## src/rtl/ffl_pkg.sv

```systemverilog
package ffl_pkg;
  localparam int SR_W     = 10;
  localparam int SR_RXRDY = 0;
  localparam int SR_RXFUL = 1;
  localparam int SR_TXRDY = 2;
  localparam int SR_OVER  = 3;
  localparam int SR_UNDER = 4;
  localparam int SR_PE    = 5;
  localparam int SR_FE    = 6;
  localparam int SR_BRK   = 7;
  localparam int SR_EOF   = 8;
  localparam int SR_ERR   = 9;

  localparam int ISR_W     = 5;
  localparam int ISR_RX    = 0;
  localparam int ISR_TX    = 1;
  localparam int ISR_OVER  = 2;
  localparam int ISR_UNDER = 3;
  localparam int ISR_LINE  = 4;

  localparam int FST_W   = 2;
  localparam int FST_OVF = 0;
  localparam int FST_UNF = 1;

  typedef logic [FST_W-1:0] fst_t;
endpackage

```

## src/rtl/ffl_line_flags.sv

```systemverilog
module ffl_line_flags #(
  parameter int DEPTH = 16,
  parameter int LVL_W = $clog2(DEPTH + 1)
) (
  input  logic             clk_i,
  input  logic             rst_ni,
  input  logic             rx_push_i,
  input  logic             tx_pop_i,
  input  logic [LVL_W-1:0] rx_level_i,
  input  logic [LVL_W-1:0] tx_free_i,
  input  logic [LVL_W-1:0] rx_thr_i,
  input  logic [LVL_W-1:0] tx_thr_i,
  input  logic             brk_i,
  input  logic             fe_i,
  input  logic             pe_i,
  input  logic             eof_i,
  input  logic             framed_i,
  input  logic             sr_rd_i,
  input  logic             rst_err_i,
  output logic             rx_rdy_o,
  output logic             rx_full_o,
  output logic             tx_rdy_o,
  output logic             over_o,
  output logic             under_o,
  output logic             pe_o,
  output logic             fe_o,
  output logic             brk_o,
  output logic             eof_o
);
  localparam logic [LVL_W-1:0] FULL_LVL = LVL_W'(DEPTH);
  localparam int NSTK = 5;

  logic rx_rdy_q, rx_full_q, tx_rdy_q, eof_q;
  logic [NSTK-1:0] stk_set, stk_q;

  // sampled only when the peripheral side touches the FIFO
  always_ff @(posedge clk_i or negedge rst_ni) begin
    if (!rst_ni) begin
      rx_rdy_q  <= 1'b0;
      rx_full_q <= 1'b0;
    end else if (rx_push_i) begin
      rx_rdy_q  <= rx_level_i >= rx_thr_i;
      rx_full_q <= rx_level_i == FULL_LVL;
    end
  end

  always_ff @(posedge clk_i or negedge rst_ni) begin
    if (!rst_ni)       tx_rdy_q <= 1'b0;
    else if (tx_pop_i) tx_rdy_q <= tx_free_i >= tx_thr_i;
  end

  always_ff @(posedge clk_i or negedge rst_ni) begin
    if (!rst_ni)                  eof_q <= 1'b0;
    else if (eof_i && framed_i)   eof_q <= 1'b1;
    else if (sr_rd_i)             eof_q <= 1'b0;
  end

  assign stk_set = {brk_i, fe_i, pe_i,
                    tx_pop_i && (tx_free_i == FULL_LVL),
                    rx_push_i && (rx_level_i == FULL_LVL)};

  for (genvar i = 0; i < NSTK; i++) begin : g_stk
    logic q;
    always_ff @(posedge clk_i or negedge rst_ni) begin
      if (!rst_ni)         q <= 1'b0;
      else if (stk_set[i]) q <= 1'b1;
      else if (rst_err_i)  q <= 1'b0;
    end
    assign stk_q[i] = q;
  end

  assign rx_rdy_o  = rx_rdy_q;
  assign rx_full_o = rx_full_q;
  assign tx_rdy_o  = tx_rdy_q;
  assign eof_o     = eof_q;
  assign over_o    = stk_q[0];
  assign under_o   = stk_q[1];
  assign pe_o      = stk_q[2];
  assign fe_o      = stk_q[3];
  assign brk_o     = stk_q[4];

  a_r1_rx_hold: assert property (@(posedge clk_i) disable iff (!rst_ni)
    !rx_push_i |=> $stable(rx_rdy_o) && $stable(rx_full_o));
  a_r2_tx_hold: assert property (@(posedge clk_i) disable iff (!rst_ni)
    !tx_pop_i |=> $stable(tx_rdy_o));
  a_r9_eof_clear: assert property (@(posedge clk_i) disable iff (!rst_ni)
    sr_rd_i && !(eof_i && framed_i) |=> !eof_o);
  a_r6_err_clear: assert property (@(posedge clk_i) disable iff (!rst_ni)
    rst_err_i && (stk_set == '0) |=> !over_o && !under_o && !pe_o && !fe_o && !brk_o);
  a_r3_over_set: assert property (@(posedge clk_i) disable iff (!rst_ni)
    rx_push_i && (rx_level_i == FULL_LVL) |=> over_o);
endmodule

```

## src/rtl/ffl_err_reg.sv

```systemverilog
module ffl_err_reg
  import ffl_pkg::*;
(
  input  logic clk_i,
  input  logic rst_ni,
  input  fst_t set_i,
  input  fst_t w1c_i,
  output fst_t st_o
);
  for (genvar i = 0; i < FST_W; i++) begin : g_bit
    logic q;
    always_ff @(posedge clk_i or negedge rst_ni) begin
      if (!rst_ni)       q <= 1'b0;
      else if (set_i[i]) q <= 1'b1;
      else if (w1c_i[i]) q <= 1'b0;
    end
    assign st_o[i] = q;

    a_r7_w1c: assert property (@(posedge clk_i) disable iff (!rst_ni)
      w1c_i[i] && !set_i[i] |=> !st_o[i]);
    a_r7_sticky: assert property (@(posedge clk_i) disable iff (!rst_ni)
      st_o[i] && !w1c_i[i] |=> st_o[i]);
  end
endmodule

```

## src/rtl/ffl_irq_gen.sv

```systemverilog
module ffl_irq_gen
  import ffl_pkg::*;
(
  input  logic             rx_rdy_i,
  input  logic             tx_rdy_i,
  input  logic             over_i,
  input  logic             under_i,
  input  logic             pe_i,
  input  logic             fe_i,
  input  logic             brk_i,
  input  logic             eof_i,
  input  logic             thr_mode_i,
  input  fst_t             rx_fst_i,
  input  fst_t             tx_fst_i,
  input  logic [ISR_W-1:0] imask_i,
  output logic [ISR_W-1:0] isr_o,
  output logic             irq_o,
  output logic             rx_req_o,
  output logic             tx_req_o,
  output logic             err_o
);
  logic rx_svc, line_err;

  // end of frame forces the receive request below threshold
  assign rx_svc   = rx_rdy_i | (eof_i & thr_mode_i);
  assign line_err = pe_i | fe_i | brk_i;

  always_comb begin
    isr_o            = '0;
    isr_o[ISR_RX]    = rx_svc;
    isr_o[ISR_TX]    = tx_rdy_i;
    isr_o[ISR_OVER]  = over_i;
    isr_o[ISR_UNDER] = under_i;
    isr_o[ISR_LINE]  = line_err;
  end

  assign irq_o    = |(isr_o & imask_i);
  assign rx_req_o = rx_svc;
  assign tx_req_o = tx_rdy_i;
  assign err_o    = over_i | under_i | line_err | (|rx_fst_i) | (|tx_fst_i);
endmodule

```

## src/rtl/fifo_flag_front.sv

```systemverilog
module fifo_flag_front
  import ffl_pkg::*;
#(
  parameter int DEPTH = 16,
  parameter int LVL_W = $clog2(DEPTH + 1)
) (
  input  logic             clk_i,
  input  logic             rst_ni,
  input  logic [LVL_W-1:0] rx_level_i,
  input  logic [LVL_W-1:0] tx_free_i,
  input  logic [LVL_W-1:0] rx_thr_i,
  input  logic [LVL_W-1:0] tx_thr_i,
  input  logic             thr_mode_i,
  input  logic             framed_i,
  input  logic             per_rx_push_i,
  input  logic             per_tx_pop_i,
  input  logic             cpu_rx_rd_i,
  input  logic             cpu_tx_wr_i,
  input  logic             brk_i,
  input  logic             fe_i,
  input  logic             pe_i,
  input  logic             eof_i,
  input  logic             sr_rd_i,
  input  logic             rst_err_i,
  input  logic [1:0]       rx_fst_w1c_i,
  input  logic [1:0]       tx_fst_w1c_i,
  input  logic [4:0]       imask_i,
  output logic [9:0]       sr_o,
  output logic [4:0]       isr_o,
  output logic [1:0]       rx_fst_o,
  output logic [1:0]       tx_fst_o,
  output logic             irq_o,
  output logic             rx_req_o,
  output logic             tx_req_o,
  output logic             err_o
);
  localparam logic [LVL_W-1:0] FULL_LVL = LVL_W'(DEPTH);

  logic rx_rdy, rx_full, tx_rdy, over, under, pe, fe, brk, eof;
  fst_t rx_set, tx_set, rx_fst, tx_fst;

  ffl_line_flags #(.DEPTH(DEPTH), .LVL_W(LVL_W)) u_line (
    .clk_i, .rst_ni,
    .rx_push_i (per_rx_push_i),
    .tx_pop_i  (per_tx_pop_i),
    .rx_level_i, .tx_free_i, .rx_thr_i, .tx_thr_i,
    .brk_i, .fe_i, .pe_i, .eof_i, .framed_i, .sr_rd_i, .rst_err_i,
    .rx_rdy_o (rx_rdy), .rx_full_o (rx_full), .tx_rdy_o (tx_rdy),
    .over_o (over), .under_o (under), .pe_o (pe), .fe_o (fe),
    .brk_o (brk), .eof_o (eof)
  );

  // receive FIFO: peripheral overflow, CPU underflow; transmit FIFO mirrored
  always_comb begin
    rx_set          = '0;
    rx_set[FST_OVF] = per_rx_push_i && (rx_level_i == FULL_LVL);
    rx_set[FST_UNF] = cpu_rx_rd_i   && (rx_level_i == '0);
    tx_set          = '0;
    tx_set[FST_OVF] = cpu_tx_wr_i   && (tx_free_i == '0);
    tx_set[FST_UNF] = per_tx_pop_i  && (tx_free_i == FULL_LVL);
  end

  ffl_err_reg u_rx_err (.clk_i, .rst_ni, .set_i (rx_set), .w1c_i (rx_fst_w1c_i), .st_o (rx_fst));
  ffl_err_reg u_tx_err (.clk_i, .rst_ni, .set_i (tx_set), .w1c_i (tx_fst_w1c_i), .st_o (tx_fst));

  ffl_irq_gen u_irq (
    .rx_rdy_i (rx_rdy), .tx_rdy_i (tx_rdy), .over_i (over), .under_i (under),
    .pe_i (pe), .fe_i (fe), .brk_i (brk), .eof_i (eof), .thr_mode_i,
    .rx_fst_i (rx_fst), .tx_fst_i (tx_fst), .imask_i,
    .isr_o, .irq_o, .rx_req_o, .tx_req_o, .err_o
  );

  always_comb begin
    sr_o           = '0;
    sr_o[SR_RXRDY] = rx_rdy;
    sr_o[SR_RXFUL] = rx_full;
    sr_o[SR_TXRDY] = tx_rdy;
    sr_o[SR_OVER]  = over;
    sr_o[SR_UNDER] = under;
    sr_o[SR_PE]    = pe;
    sr_o[SR_FE]    = fe;
    sr_o[SR_BRK]   = brk;
    sr_o[SR_EOF]   = eof;
    sr_o[SR_ERR]   = err_o;
  end

  assign rx_fst_o = rx_fst;
  assign tx_fst_o = tx_fst;

  a_r4_no_cpu_over: assert property (@(posedge clk_i) disable iff (!rst_ni)
    !per_rx_push_i |=> !$rose(sr_o[SR_OVER]));
  a_r4_no_cpu_under: assert property (@(posedge clk_i) disable iff (!rst_ni)
    !per_tx_pop_i |=> !$rose(sr_o[SR_UNDER]));
  a_r10_eof_req: assert property (@(posedge clk_i) disable iff (!rst_ni)
    sr_o[SR_EOF] && thr_mode_i |-> rx_req_o);
  a_r11_masked: assert property (@(posedge clk_i) disable iff (!rst_ni)
    (imask_i == '0) |-> !irq_o);
  a_r8_summary: assert property (@(posedge clk_i) disable iff (!rst_ni)
    (rx_fst_o != '0) |-> err_o);
endmodule

```

## config.mk

```make
export PLATFORM = sky130hd
export DESIGN_NAME = fifo_flag_front
export DESIGN_NICKNAME = d
export VERILOG_FILES = /design/src/rtl/ffl_pkg.sv /design/src/rtl/ffl_line_flags.sv /design/src/rtl/ffl_err_reg.sv /design/src/rtl/ffl_irq_gen.sv /design/src/rtl/fifo_flag_front.sv
export SDC_FILE = /design/constraint.sdc
export NUM_CORES = 1
export LEC_CHECK = 0
export ABC_AREA = 1
export BUFFER_PORTS_ARGS = -buffer_cell sky130_fd_sc_hd__buf_2
export CORE_MARGIN = 5
export CORE_UTILIZATION = 46
export CTS_CLUSTER_SIZE = 28
export DETAILED_ROUTE_END_ITERATION = 10
export GPL_TIMING_DRIVEN = 0
export PLACE_DENSITY = 0.84
export SLEW_MARGIN = 20
export SYNTH_ARGS = -nofsm -noshare
export SYNTH_HDL_FRONTEND = slang
export SYNTH_HIERARCHICAL = 1
export SYNTH_SLANG_ARGS = --single-unit
```

## constraint.sdc

```tcl
create_clock -name clk_i -period 3 [get_ports clk_i]
set_clock_uncertainty 0.2 [all_clocks]
set_input_delay 0.45 -clock clk_i [delete_from_list [all_inputs] [get_ports clk_i]]
set_output_delay 0.45 -clock clk_i [all_outputs]
set_load 0.005 [all_outputs]
```

Word-level counts from Yosys, hierarchy flattened --
Index checks and enable logic that the tools add are counted.
Operators by class: magnitude comparators 2, eq/ne operators 2, multiplexer cells 16, bitwise logic cells 9, reductions and logical operators 20
Operators by type and width (count):
- $reduce_bool 2->1 | 10
- $mux 1 | 16
- $eq 5x5->1 const B | 2
- $ge 5x5->1 | 2
- $logic_not 5->1 | 2
- $or 1x1->1 | 7
- $and 5x5->5 | 1
- $logic_and 1x1->1 | 5
- $reduce_or 5->1 | 1
- $reduce_or 2->1 | 2
- $and 1x1->1 | 1
Word-level totals: register bits 13, input port bits 43, word-level logic and storage cells 62

Logic depth before layout (Yosys ltp) --
depth after elaboration 5, gate-level depth with buffers 8, mapped depth without buffers 8

Hierarchy --
The synthesis kept the hierarchy.
By module, submodules not included:
- ffl_line_flags | instances 1, cells each 90, area an instance 640.6 µm², seq. area each 225.2 µm²
- ffl_err_reg | instances 2, cells each 12, area an instance 95.1 µm², seq. area each 50.0 µm²
- fifo_flag_front | instances 1, cells each 26, area an instance 135.1 µm², seq. area each 0.0 µm²
- ffl_irq_gen | instances 1, cells each 27, area an instance 130.1 µm², seq. area each 0.0 µm²

Least setup slack after synthesis --
Ideal clock, no wire load.
path kind reg-to-output, from reg u_rx_err.g_bit[1].q, to out sr_o[9], data arrival time 904 ps, data required time 2350 ps, slack 1446 ps, cell stages (with the launch flop) 7, buffers on the path 2, path through dfrtp_1 -> buf_4 -> nor2_1 -> nand2_1 -> nor2_1 -> nand2_1 -> buf_4
Between the ends: word-level cells in the longest chain between the ends 3
Ends and longest elaborated chain:
- from (decl) | line ffl_err_reg.sv:11 | logic q;
- from (signal assigned) | line ffl_err_reg.sv:13 | if (!rst_ni) q <= 1'b0;
- from (signal assigned) | line ffl_err_reg.sv:14 | else if (set_i[i]) q <= 1'b1;
- from (signal assigned) | line ffl_err_reg.sv:15 | else if (w1c_i[i]) q <= 1'b0;
- $reduce_or 2->1 | line ffl_irq_gen.sv:40 | assign err_o = over_i | under_i | line_err | (|rx_fst_i) | (|tx_fst_i);
- $or 1x1->1 (2 in a row) | line ffl_irq_gen.sv:40
- to (decl) | line fifo_flag_front.sv:28 | output logic [9:0] sr_o,
Every way passes these cells.

Worst setup path after layout --
Ends and elaborated chain as after synthesis.

==> metrics.md <==
| Metric | Value |
|---|---|
| Status | completed |
| Clock buffer depth | 2 |
| Max_slew headroom | 80.7% |
| 1st-pass router iterations | 4 |
| Critical path peak fanout | 2 |
| Highest clock rate | 497 MHz |
| DP HPWL | 2020 um |
| Boundary pin count | 66 |
| Crit. End Element | output port |
| MaxCap Viol Count | 0 |
| Biggest area consumer among synthesized cells | dfrtp_1 |
| WL met3 | 239 um |
| Metal2 WL | 1110 um |
| P_leak | 0.999 nW |
| PwrDens | 294 nW/um2 |
| Post-DRT Antenna Nets | 0 |
| Fraction of layout cells with a size suffix above 1 | 38.0% |
| H-tree Lvls | 1 |
| Hold Vio Cnt, Final | 0 |
| Top cells by area, synth | dfrtp_1, nand2_1, buf_4, inv_1, ha_1 |
| Vias | 1098 |
| Fin crit period | 2.01 ns |
| # fillers | 236 |
| Ys Warns | 6 |
| Met1 wire length | 991 um |
| Clock transition at path regs | 0.08 ns |
| CTS tree | yes |
| Final WL | 2370 um |
| DIE AREA | 3460 um2 |
| Syn_area_per_cell | 6.56 um2 |
| Net count, final | 291 |
| Die height | 58.8 um |
| GR Util All Layers | 13.8% |
| WL per Instance | 8.93 um |
| Highest metal used | met4 |
| Buffers on Ports | 65 |
| Worst setup path category | reg -> out |
| Starting density of the core | 49.1% |
| Syn Nets | 220 |
| # rows | 17 |
| Antenna cell count | 0 |
| Slew @ Worst Pin | 0.289 ns |
| CTS Buf Count | 3 |
| Synthesized area | 1100 um2 |
| Max-slew violation count | 0 |
| Synth Instances | 167 |
| Sink Count | 13 |
| VDD IR max | 298 uV |
| Initial antenna violation count | 0 |
| Largest net degree at the start of global routing | 14 |
| Worst endpoint required time | 2.35 ns |
| Final period util | 67.1% |
| RePlAce Congestion | 0.823 |
| Area Overhead vs Synth | 36.2% |
| Unrepaired setup endpoints after global routing | no |
| Total power draw | 0.439 mW |
| Vias per inst | 4.14 |
| CORE AREA | 2230 um2 |
| GRT overflow | 0 |
| Hold Crit Class | in -> reg |
| Final setup vio count | 0 |
| CTS Root Cell | clkbuf_4 |
| Post-synthesis cell type count | 12 |
| Drt drc | 0 |
| Post-synthesis register bit count | 13 |
| Share of the synthesized area in the top cell type | 29.7% |
| Startpoint types | register |
| Die width | 58.8 um |
| Setup Total Neg Slack | 0 ns |
| Worst skew pair latency | 0.27 ns |
| Post-synthesis sequential area ratio | 29.7% |
| First-pass GRT wire length | 3770 um |
| DRT iter0 DRCs | 13 |
| Vias in the first global route | 952 |
| Post-CTS Setup Bufs | 0 |
| Critical Path AT | 1.36 ns |
final timing paths:
path                                                 start                               to  slack, ns  cells past startpoint
max in group asynchronous                           rst_ni      u_line/tx_rdy_o$_DFFE_PN0P_       1.95                      2
min in group asynchronous                           rst_ni  u_rx_err/g_bit[1].q$_DFFE_PN0P_       0.42                      2
setup / recovery           u_rx_err/g_bit[1].q$_DFFE_PN0P_                          sr_o[9]       0.99                      7
hold / removal                                        pe_i          u_line/pe_o$_DFFE_PN0P_       0.17                      2
setup reg to reg                 u_line/over_o$_DFFE_PN0P_        u_line/over_o$_DFFE_PN0P_       2.12                      2
hold reg to reg            u_tx_err/g_bit[0].q$_DFFE_PN0P_  u_tx_err/g_bit[0].q$_DFFE_PN0P_       0.28                      2
critical path, stage by stage, from the launching register on:
cell and delay [ns]:
dfrtp_1 0.39, buf_4 0.14, nor2_1 0.11, nand2_1 0.06
nor2_1 0.08, nand2_1 0.07, buf_4 0.12, buf_2 0.11
cells by family after synthesis:
| family | synth area share [%] |
|---|---|
| compound gates | 3.88 |
| simple gates | 27.6 |
| buf+inv | 27.4 |
| fa+ha+maj | 11.4 |
| flops | 29.7 |
per-stage QoR:
stage               setup slack (ns)  hold slack, ns  cell area [um2]  std cells  util (%)
CTS                            0.984           0.152             1490        265      66.8
finish                         0.987           0.167             1490        265      66.8
floorplan                       1.45         -0.0456             1100        167         -
detailed placement              1.29           0.146             1460        260      65.2
global placement                1.28           0.144             1460        260      65.2
global route                   0.860           0.170             1490        265      66.8
sequential cells by signal, indices dropped and copies added (netlist names):
| signal | count |
|---|---|
| u_line/under_o | 1 |
| u_tx_err/g_bit.q | 2 |
| u_line/pe_o | 1 |
| u_line/fe_o | 1 |
| u_line/rx_rdy_o | 1 |
| u_rx_err/g_bit.q | 2 |
| u_line/tx_rdy_o | 1 |
| u_line/rx_full_o | 1 |
| u_line/eof_o | 1 |
| u_line/brk_o | 1 |
| u_line/over_o | 1 |
layout make-up:
type	instances	area, um2	share of cell area [%]
plain buffers	20	150	10.1
clock buffers	4	26.3	1.76
inverters	40	150	10.1
multi-input cells	94	470	31.5
flip-flops and latches	13	325	21.8
well taps	28	35.0	2.35
repair buffers	66	335	22.5
cells in the final DEF (no fill, tap or decap):
cell type / n
nand3_1: 3
inv_1: 40
nand2_2: 1
buf_2: 65
nand2_1: 43
ha_1: 10
nand4_1: 2
nor2_1: 27
o21ai_0: 4
buf_4: 20
dfrtp_1: 13
clkbuf_4: 3
nor2_2: 1
dlygate4sd3_1: 1
clkbuf_1: 1
o21bai_1: 3
cell usage after synthesis:
cell      count
buf_4        20
nand3_1       3
dfrtp_1      13
nand4_1       2
nand2_1      43
o21ai_0       4
inv_1        40
o21bai_1      3
nand2_2       1
nor2_1       27
nor2_2        1
ha_1         10
where the power goes:
part	total (mW)	switching, mW	internal (mW)
clock	0.106	0.0548	0.0515
combinational	0.139	0.0617	0.0777
sequential	0.193	0.00856	0.185
metal layers:
layer  global-route usage (%)  vias to the layer above
met5                        0                        -
li1                         -                      611
met1                     16.8                      449
met3                     3.29                        2
met4                     3.88                        0
met2                     24.1                       36
repair_timing:
item | CTS | global route
hold buffers | 1 | 0
hold endpoints to repair | 13 | 0
resized for setup | 0 | 0
Note: power is estimated with default switching activity, not from simulation.
